File: config.mk
export PLATFORM = sky130hd
export DESIGN_NAME = dma_irq_router
export DESIGN_NICKNAME = d
export VERILOG_FILES = /design/src/rtl/dma_irq_router.sv
export SDC_FILE = /design/constraint.sdc
export NUM_CORES = 1
export LEC_CHECK = 0
export BUFFER_PORTS_ARGS = -buffer_cell sky130_fd_sc_hd__buf_2
export CAP_MARGIN = 25
export CELL_PAD_IN_SITES_DETAIL_PLACEMENT = 1
export CELL_PAD_IN_SITES_GLOBAL_PLACEMENT = 2
export CORE_ASPECT_RATIO = 0.7
export CORE_UTILIZATION = 24
export CTS_CLUSTER_DIAMETER = 50
export CTS_CLUSTER_SIZE = 12
export DETAILED_ROUTE_END_ITERATION = 8
export GPL_TIMING_DRIVEN = 0
export PLACE_DENSITY_LB_ADDON = 0.1
export SETUP_SLACK_MARGIN = 0.4
export SLEW_MARGIN = 20
export SYNTH_ARGS = -nofsm -noshare
export SYNTH_HDL_FRONTEND = slang
export SYNTH_SLANG_ARGS = --single-unit
File: constraint.sdc
create_clock -name clk -period 1.98 [get_ports clk]
set_input_delay 0 -clock clk [delete_from_list [all_inputs] [get_ports clk]]
set_output_delay 0 -clock clk [all_outputs]
set_load 0.03 [all_outputs]
File: src/rtl/dma_irq_router.sv
module dma_irq_router #(
  parameter int NCH   = 15,
  parameter int NDED  = 11,
  parameter int LBASE = 16,
  parameter int SUMB  = 8,
  parameter int AW    = 12,
  parameter int DW    = 32,
  parameter logic [AW-1:0] A_BASIC = 'h000,
  parameter logic [AW-1:0] A_PEND  = 'h004,
  parameter logic [AW-1:0] A_EN    = 'h010,
  parameter logic [AW-1:0] A_DIS   = 'h01C,
  parameter logic [AW-1:0] A_STAT  = 'hFE0
) (
  input  logic          clk,
  input  logic          rst_n,
  input  logic [NCH-1:0] chan_irq,
  input  logic          wr_en,
  input  logic          rd_en,
  input  logic [AW-1:0] addr,
  input  logic [DW-1:0] wdata,
  output logic [DW-1:0] rdata,
  output logic          rvalid,
  output logic          irq_out
);
  localparam int NLINE = NDED + 1;
  localparam int LTOP  = LBASE + NLINE - 1;

  logic [NLINE-1:0] line, en, pend;
  logic [DW-1:0]    rd_mux;

  genvar g;
  generate
    for (g = 0; g < NDED; g++) begin : g_ded
      assign line[g] = chan_irq[g];
    end
  endgenerate
  assign line[NDED] = |chan_irq[NCH-1:NDED];

  assign pend    = line & en;
  assign irq_out = |pend;

  always_ff @(posedge clk) begin
    if (!rst_n) en <= '0;
    else if (wr_en && addr == A_EN)  en <= en | wdata[LTOP:LBASE];
    else if (wr_en && addr == A_DIS) en <= en & ~wdata[LTOP:LBASE];
  end

  always_comb begin
    rd_mux = '0;
    case (addr)
      A_STAT:  rd_mux[NCH-1:0]    = chan_irq;
      A_PEND:  rd_mux[LTOP:LBASE] = pend;
      A_EN:    rd_mux[LTOP:LBASE] = en;
      A_BASIC: rd_mux[SUMB]       = |pend;
      default: rd_mux = '0;
    endcase
  end

  always_ff @(posedge clk) begin
    if (!rst_n) begin
      rvalid <= 1'b0;
      rdata  <= '0;
    end else begin
      rvalid <= rd_en;
      if (rd_en) rdata <= rd_mux;
    end
  end


  rvalid_follow_chk: assert property (@(posedge clk) disable iff (!rst_n)
    rd_en |=> rvalid);

  mask_hold_chk: assert property (@(posedge clk) disable iff (!rst_n)
    !(wr_en && (addr == A_EN || addr == A_DIS)) |=> $stable(en));

  enable_set_chk: assert property (@(posedge clk) disable iff (!rst_n)
    (wr_en && addr == A_EN) |=>
      ((en & $past(wdata[LTOP:LBASE])) == $past(wdata[LTOP:LBASE])));

  disable_clr_chk: assert property (@(posedge clk) disable iff (!rst_n)
    (wr_en && addr == A_DIS) |=> ((en & $past(wdata[LTOP:LBASE])) == '0));

  irq_needs_mask_chk: assert property (@(posedge clk) disable iff (!rst_n)
    irq_out |-> (en != '0));

  shared_line_chk: assert property (@(posedge clk) disable iff (!rst_n)
    ((chan_irq[NCH-1:NDED] != '0) && en[NDED]) |-> irq_out);
endmodule

==> results of run 1 <==
[path summary, 6_finish.rpt]
| kind | start | endpoint | slack (ns) | cells past startpoint |
|---|---|---|---|---|
| worst min register to register | rdata[11]$_SDFFE_PN0P_ | rdata[11]$_SDFFE_PN0P_ | 0.47 | 1 |
| worst max register to register | register | rdata[8]$_SDFFE_PN0P_ | 0.72 | 4 |
| worst max-delay path | chan_irq[10] | irq_out | 0.43 | 6 |
| worst min-delay path | chan_irq[8] | rdata[24]$_SDFFE_PN0P_ | -0.002 | 3 |
[power by group through the flow]
stage,clock network [mW],logic (mW),registers [mW]
after floorplan,0,0.0655,0.852
after global placement,0,0.170,0.836
after detailed placement,0,0.170,0.836
after CTS,0.679,0.210,0.817
after global routing,0.721,0.231,0.818
final,0.664,0.211,0.817
[cell families after synthesis]
logic type             Yosys count  synth area share
AO/OA/AOI/OAI                   58             0.270
flip-flops                      40             0.470
buffers and inverters           18            0.0573
AND/OR/NAND/NOR                 61             0.201
other                            1           0.00220
[critical path: cells and delay by family]
family,cells,cell delay (ns)
AOI/OAI and AO/OA,2,0.45
buffers and inverters,3,0.91
and+or+nand+nor,1,0.19
[through the flow]
stage | power (mW) | std cells
6_report | 1.69 | 380
5_1_grt | 1.77 | 380
4_1_cts | 1.71 | 380
3_5_place_dp | 1.01 | 346
3_3_place_gp | 1.01 | 346
2_1_floorplan | 0.918 | 182
[per-layer routing]
metal | up-vias | global-route usage | part of all wire
met4 | 0 | 0.0333 | 0.0024
met2 | 46 | 0.230 | 0.39
met1 | 798 | 0.249 | 0.57
met5 | - | 0 | 0
met3 | 4 | 0.0414 | 0.046
li1 | 878 | - | -
[layout make-up]
type                            count  share of cell area
Clock buffer                        6              0.0283
Buffer                             16              0.0352
Timing Repair Buffer               96               0.239
Clock inverter                      2              0.0137
Tap cell                           94              0.0459
Multi-Input combinational cell    124               0.323
Sequential cell                    40               0.313
Inverter                            2             0.00293
[timing repair]
action                                 4_1_cts  5_1_grt
endpoints found under the hold margin       33        0
hold buffers                                26        0
setup endpoints to repair                    0       11
resized for setup                            0        1
[cell usage in the layout (no fill, tap or decap), types with 3 or more instances in the layout]
| cell | count |
|---|---|
| a21oi_1 | 12 |
| a22o_1 | 16 |
| a32o_1 | 12 |
| buf_2 | 73 |
| buf_4 | 5 |
| clkbuf_1 | 8 |
| clkbuf_8 | 5 |
| conb_1 | 5 |
| dfxtp_1 | 40 |
| dlygate4sd3_1 | 26 |
| nand2_1 | 27 |
| nand2b_1 | 12 |
| nand4_1 | 3 |
| nor2_1 | 4 |
| o211ai_1 | 11 |
==> out/metrics.yaml, run 1 <==
die-height_um: 72.5
ys_warn_count: 0
stdcell_area_mm2: 0.00256
syn2layout_area_growth_pct: 50.3
violations: "negative hold slack"
via_per_inst: 4.54
cp_slowest_cell: "dlygate4sd3_1"
critPathCaptureType: "output port"
fp.dieW_um: 103
synth-seq-area-share: 0.470
drtPass1Iterations: 4
initial_utilization: 0.250
leakage_nw: 1.12
clk_pin_slew_ns: 0.08
die-area_mm2: 0.00744
cts_buffers: 5
rsz0062_at_grt: "yes"
ys_ff_latch: 40
fin_worst_skew_ns: 0.00339
status: "finished, violations left"
syn-cell-area_mm2: 0.00170
synth-edff-count: 0
nets: 348
max_freq_mhz: 645
whs_ns: -0.00161
fin_crit_ns: 1.55
power_density_mw_per_mm2: 661
synth_top_area_frac: 0.470
track_usage: 0.164
clock_latency_ns: 0.29
startpoint_type: "input port"
p_int_mw: 1.28
vias: 1726
synth_common_cells: "dfxtp_1, nand2_1, a22o_1"
syn_area_per_cell_um2: 9.57
ys_types: 33
n_antenna_cell: 0
max_cap_violations: 0
setup_viol: 0
relSlewSlack: 0.627
fin_ws_ns: 0.431
worst_pin_slew_ns: 0.553
worstPathArrival_ns: 1.55
clockRootBuffer: "clkbuf_8"
holdCritPathClass: "input port to register"
synthMostInstantiatedCell: "dfxtp_1"
crit_path_max_fanout: 3
final_hold_viol_count: 1
worstPathCellList: "dlygate4sd3_1 > buf_2 > a22o_1 > a221oi_1 > nand4_1 > buf_2"
drive_gt1_frac: 0.318
dp_slack_ns: 0.270
crit_top_cell: "buf_2"
portBuffers: 70
p_sw_frac: 0.243
seq_area_um2: 801
synthArstFlopShare: 0
antenna_found_initial: 0
grt_max_degree: 13
synthTopCellsByArea: "dfxtp_1, a22o_1, a32o_1"
drc: 0
crit_type: "input port to output port"
cpPeakStageDelay_ns: 0.53
synth_flop_cell: "dfxtp_1"
required_ns: 1.98
route.final.wire_length_um: 5820
min_period_over_period: 0.782
multi_input_area_um2: 826
synthCells: 178
cts_setup_buffers: 0
synth_top_area_cell: "dfxtp_1"
coreArea_mm2: 0.00682
clockPowerShare: 0.393
drv_slew: 0
fill_cells: 829
final_core_utilization: 0.375
p_sw_mw: 0.412
peakVddDrop_v: 0.000244
p_comb_frac: 0.125
drt-initial-drc-count: 92
ant_nets: 0
rows: 25
cts_sinks: 40
gp_congestion: 0.701
routedWlPerCell_um: 15.3
clock_path_buffers: 2
grt-ovfl-total: 0
p_seq_frac: 0.483
grt_pass1_wl_um: 9070
htree_levels: 2
ios: 97
dp_hpwl_um: 4390
first_global_vias: 1719
timing.setup.tns_ns: 0
dpl-instance-area_mm2: 0.00219
cts_tree: "built"
No activity file was read; power rests on OpenSTA's default activity.
==> run 2: changes to the inputs <==
==> constraint.sdc (replaced) <==
create_clock -name clk -period 1.48 [get_ports clk]
set_input_delay 0 -clock clk [delete_from_list [all_inputs] [get_ports clk]]
set_output_delay 0 -clock clk [all_outputs]
set_load 0.03 [all_outputs]
==> out/metrics.yaml, run 2 (synthesis results as in run 1) <==
n_antenna_cell: 0  # unchanged
htree_levels: 2  # unchanged
layout_commonest_cell: "buf_2"
max_cap_violations: 0  # unchanged
status: "completed"
stdcell_area_mm2: 0.00298  # +16%
route.final.wire_length_um: 6710  # +15%
fin_worst_skew_ns: 0.00846  # +0.00507 ns
fin_ws_ns: 0.0662  # -0.365 ns
min_period_over_period: 0.955
fp.dieW_um: 103  # unchanged
peakVddDrop_v: 0.000344  # +41%
clockRootBuffer: "clkbuf_8"
nets: 361  # +3.7%
clock_path_buffers: 2  # unchanged
clock_latency_ns: 0.29  # about the same
die-area_mm2: 0.00744  # unchanged
first_global_vias: 1873  # +9.0%
grt_pass1_wl_um: 10400  # +15%
antenna_found_initial: 0  # unchanged
rows: 25  # unchanged
die-height_um: 72.5  # unchanged
holdCritPathClass: "input port to register"
drive_gt1_frac: 0.515  # +0.197
rr_endpoint: "rdata[8]$_SDFFE_PN0P_"
min_from: "chan_irq[3]"
dp_hpwl_um: 4410  # +0.31%
final_hold_viol_count: 0  # -1
fin_cells: 393  # +3.4%
clk_pin_slew_ns: 0.08  # about the same
via_per_inst: 4.75  # +4.6%
critPathCaptureType: "output port"
grt-ovfl-total: 0  # unchanged
setup_viol: 0  # unchanged
post-place-cells: 346  # unchanged
reg2reg_slack_ns: 0.12  # -0.60 ns
ios: 97  # unchanged
gp_congestion: 0.697  # -0.57%
crit_path_max_fanout: 3  # unchanged
power_density_mw_per_mm2: 739  # +12%
dp_slack_ns: -0.131  # -0.400 ns
timing.setup.tns_ns: 0  # unchanged
leakage_nw: 1.35  # +21%
rsz0062_at_grt: "yes"
required_ns: 1.48  # -0.50 ns
coreArea_mm2: 0.00682  # unchanged
relSlewSlack: 0.591  # -0.0353
final_cell_mix: "buf_2, dfxtp_1, dlygate4sd3_1"
cp-endpoint: "irq_out"
ant_nets: 0  # unchanged
worst_pin_slew_ns: 0.605  # +0.0523 ns
routedWlPerCell_um: 17.1  # +11%
cts_buffers: 5  # unchanged
initial_utilization: 0.250  # unchanged
track_usage: 0.192  # +0.0276
grt_max_degree: 13  # unchanged
drtPass1Iterations: 5  # +1
drc: 0  # unchanged
fin_crit_ns: 1.41
syn2layout_area_growth_pct: 74.9
reg2reg_depth: 5  # +1
portBuffers: 70  # unchanged
vias: 1867  # +8.2%
drv_slew: 0  # unchanged
worstPathArrival_ns: 1.41  # -0.14 ns
crit_type: "register to output port"
dpl-instance-area_mm2: 0.00223  # +2.2%
cts_tree: "built"
drt-initial-drc-count: 81  # -12%
cts_sinks: 40  # unchanged
max_freq_mhz: 707
startpoint_type: "register"
[run 2: changes by cell type in the layout (fill, tap and decap cells not counted), sizes merged]
cell / previous run / this run
dlygate4sd3: 26 / 27
buf: 79 / 91
clkinv: 1 / 2
bufinv: 1 / 0
[run 2: layout make-up]
| cell class | instances | area, um^2 |
|---|---|---|
| plain buffers | 16 | 123 |
| clock buffers | 6 | 82.6 |
| clock inverters | 2 | 10.0 |
| fillers | 802 | 3840 |
| inverters | 2 | 7.51 |
| multi-input cells | 124 | 1050 |
| flip-flops and latches | 40 | 805 |
| well taps | 94 | 118 |
| repair buffers | 109 | 788 |
[run 2: repair_timing]
item                                    CTS  global route
endpoints found under the hold margin    33             0
setup buffers                             7             2
endpoints found under the setup margin   35            36
cloned                                    3             0
hold buffers                             27             0
pin swaps                                19            15
gates resized for setup                  47            35
[run 2: power breakdown]
| group | internal, mW | switching (mW) |
|---|---|---|
| combinational | 0.156 | 0.189 |
| clock | 0.372 | 0.391 |
| sequential | 1.09 | 0.00653 |
[run 2: worst min path at each step]
| stage | to | slack, ns | depth (start not counted) |
|---|---|---|---|
| floorplan | rdata[0]$_SDFFE_PN0P_ | 0.13 | 1 |
| global placement | register | 0.23 | 2 |
| detailed placement | register | 0.23 | 2 |
| CTS | rdata[3]$_SDFFE_PN0P_ | 0.003 | 2 |
| global route | rdata[16]$_SDFFE_PN0P_ | 0.009 | 3 |
| finish | rdata[19]$_SDFFE_PN0P_ | 0.01 | 3 |
[run 2: stage by stage]
step / hold slack (ns) / utilization / total power, mW
after detailed placement: 0.232 / 0.328 / 1.35
after floorplan: 0.126 / - / 1.23
final: 0.0123 / 0.437 / 2.20
after global placement: 0.226 / 0.328 / 1.36
after global routing: 0.00853 / 0.437 / 2.31
after CTS: 0.00309 / 0.417 / 2.21
[run 2: worst max-delay path, stage by stage, from the launching register on]
cell	delay, ns
dfxtp_1	0.34
a22o_1	0.21
a221oi_2	0.19
nand4_1	0.19
buf_6	0.20
[run 2: per-layer routing]
layer	up-vias	wire [um]	track usage
met5	-	0	0
met4	0	48	0.0476
li1	907	-	-
met1	882	3430	0.287
met2	73	2710	0.276
met3	5	522	0.0405
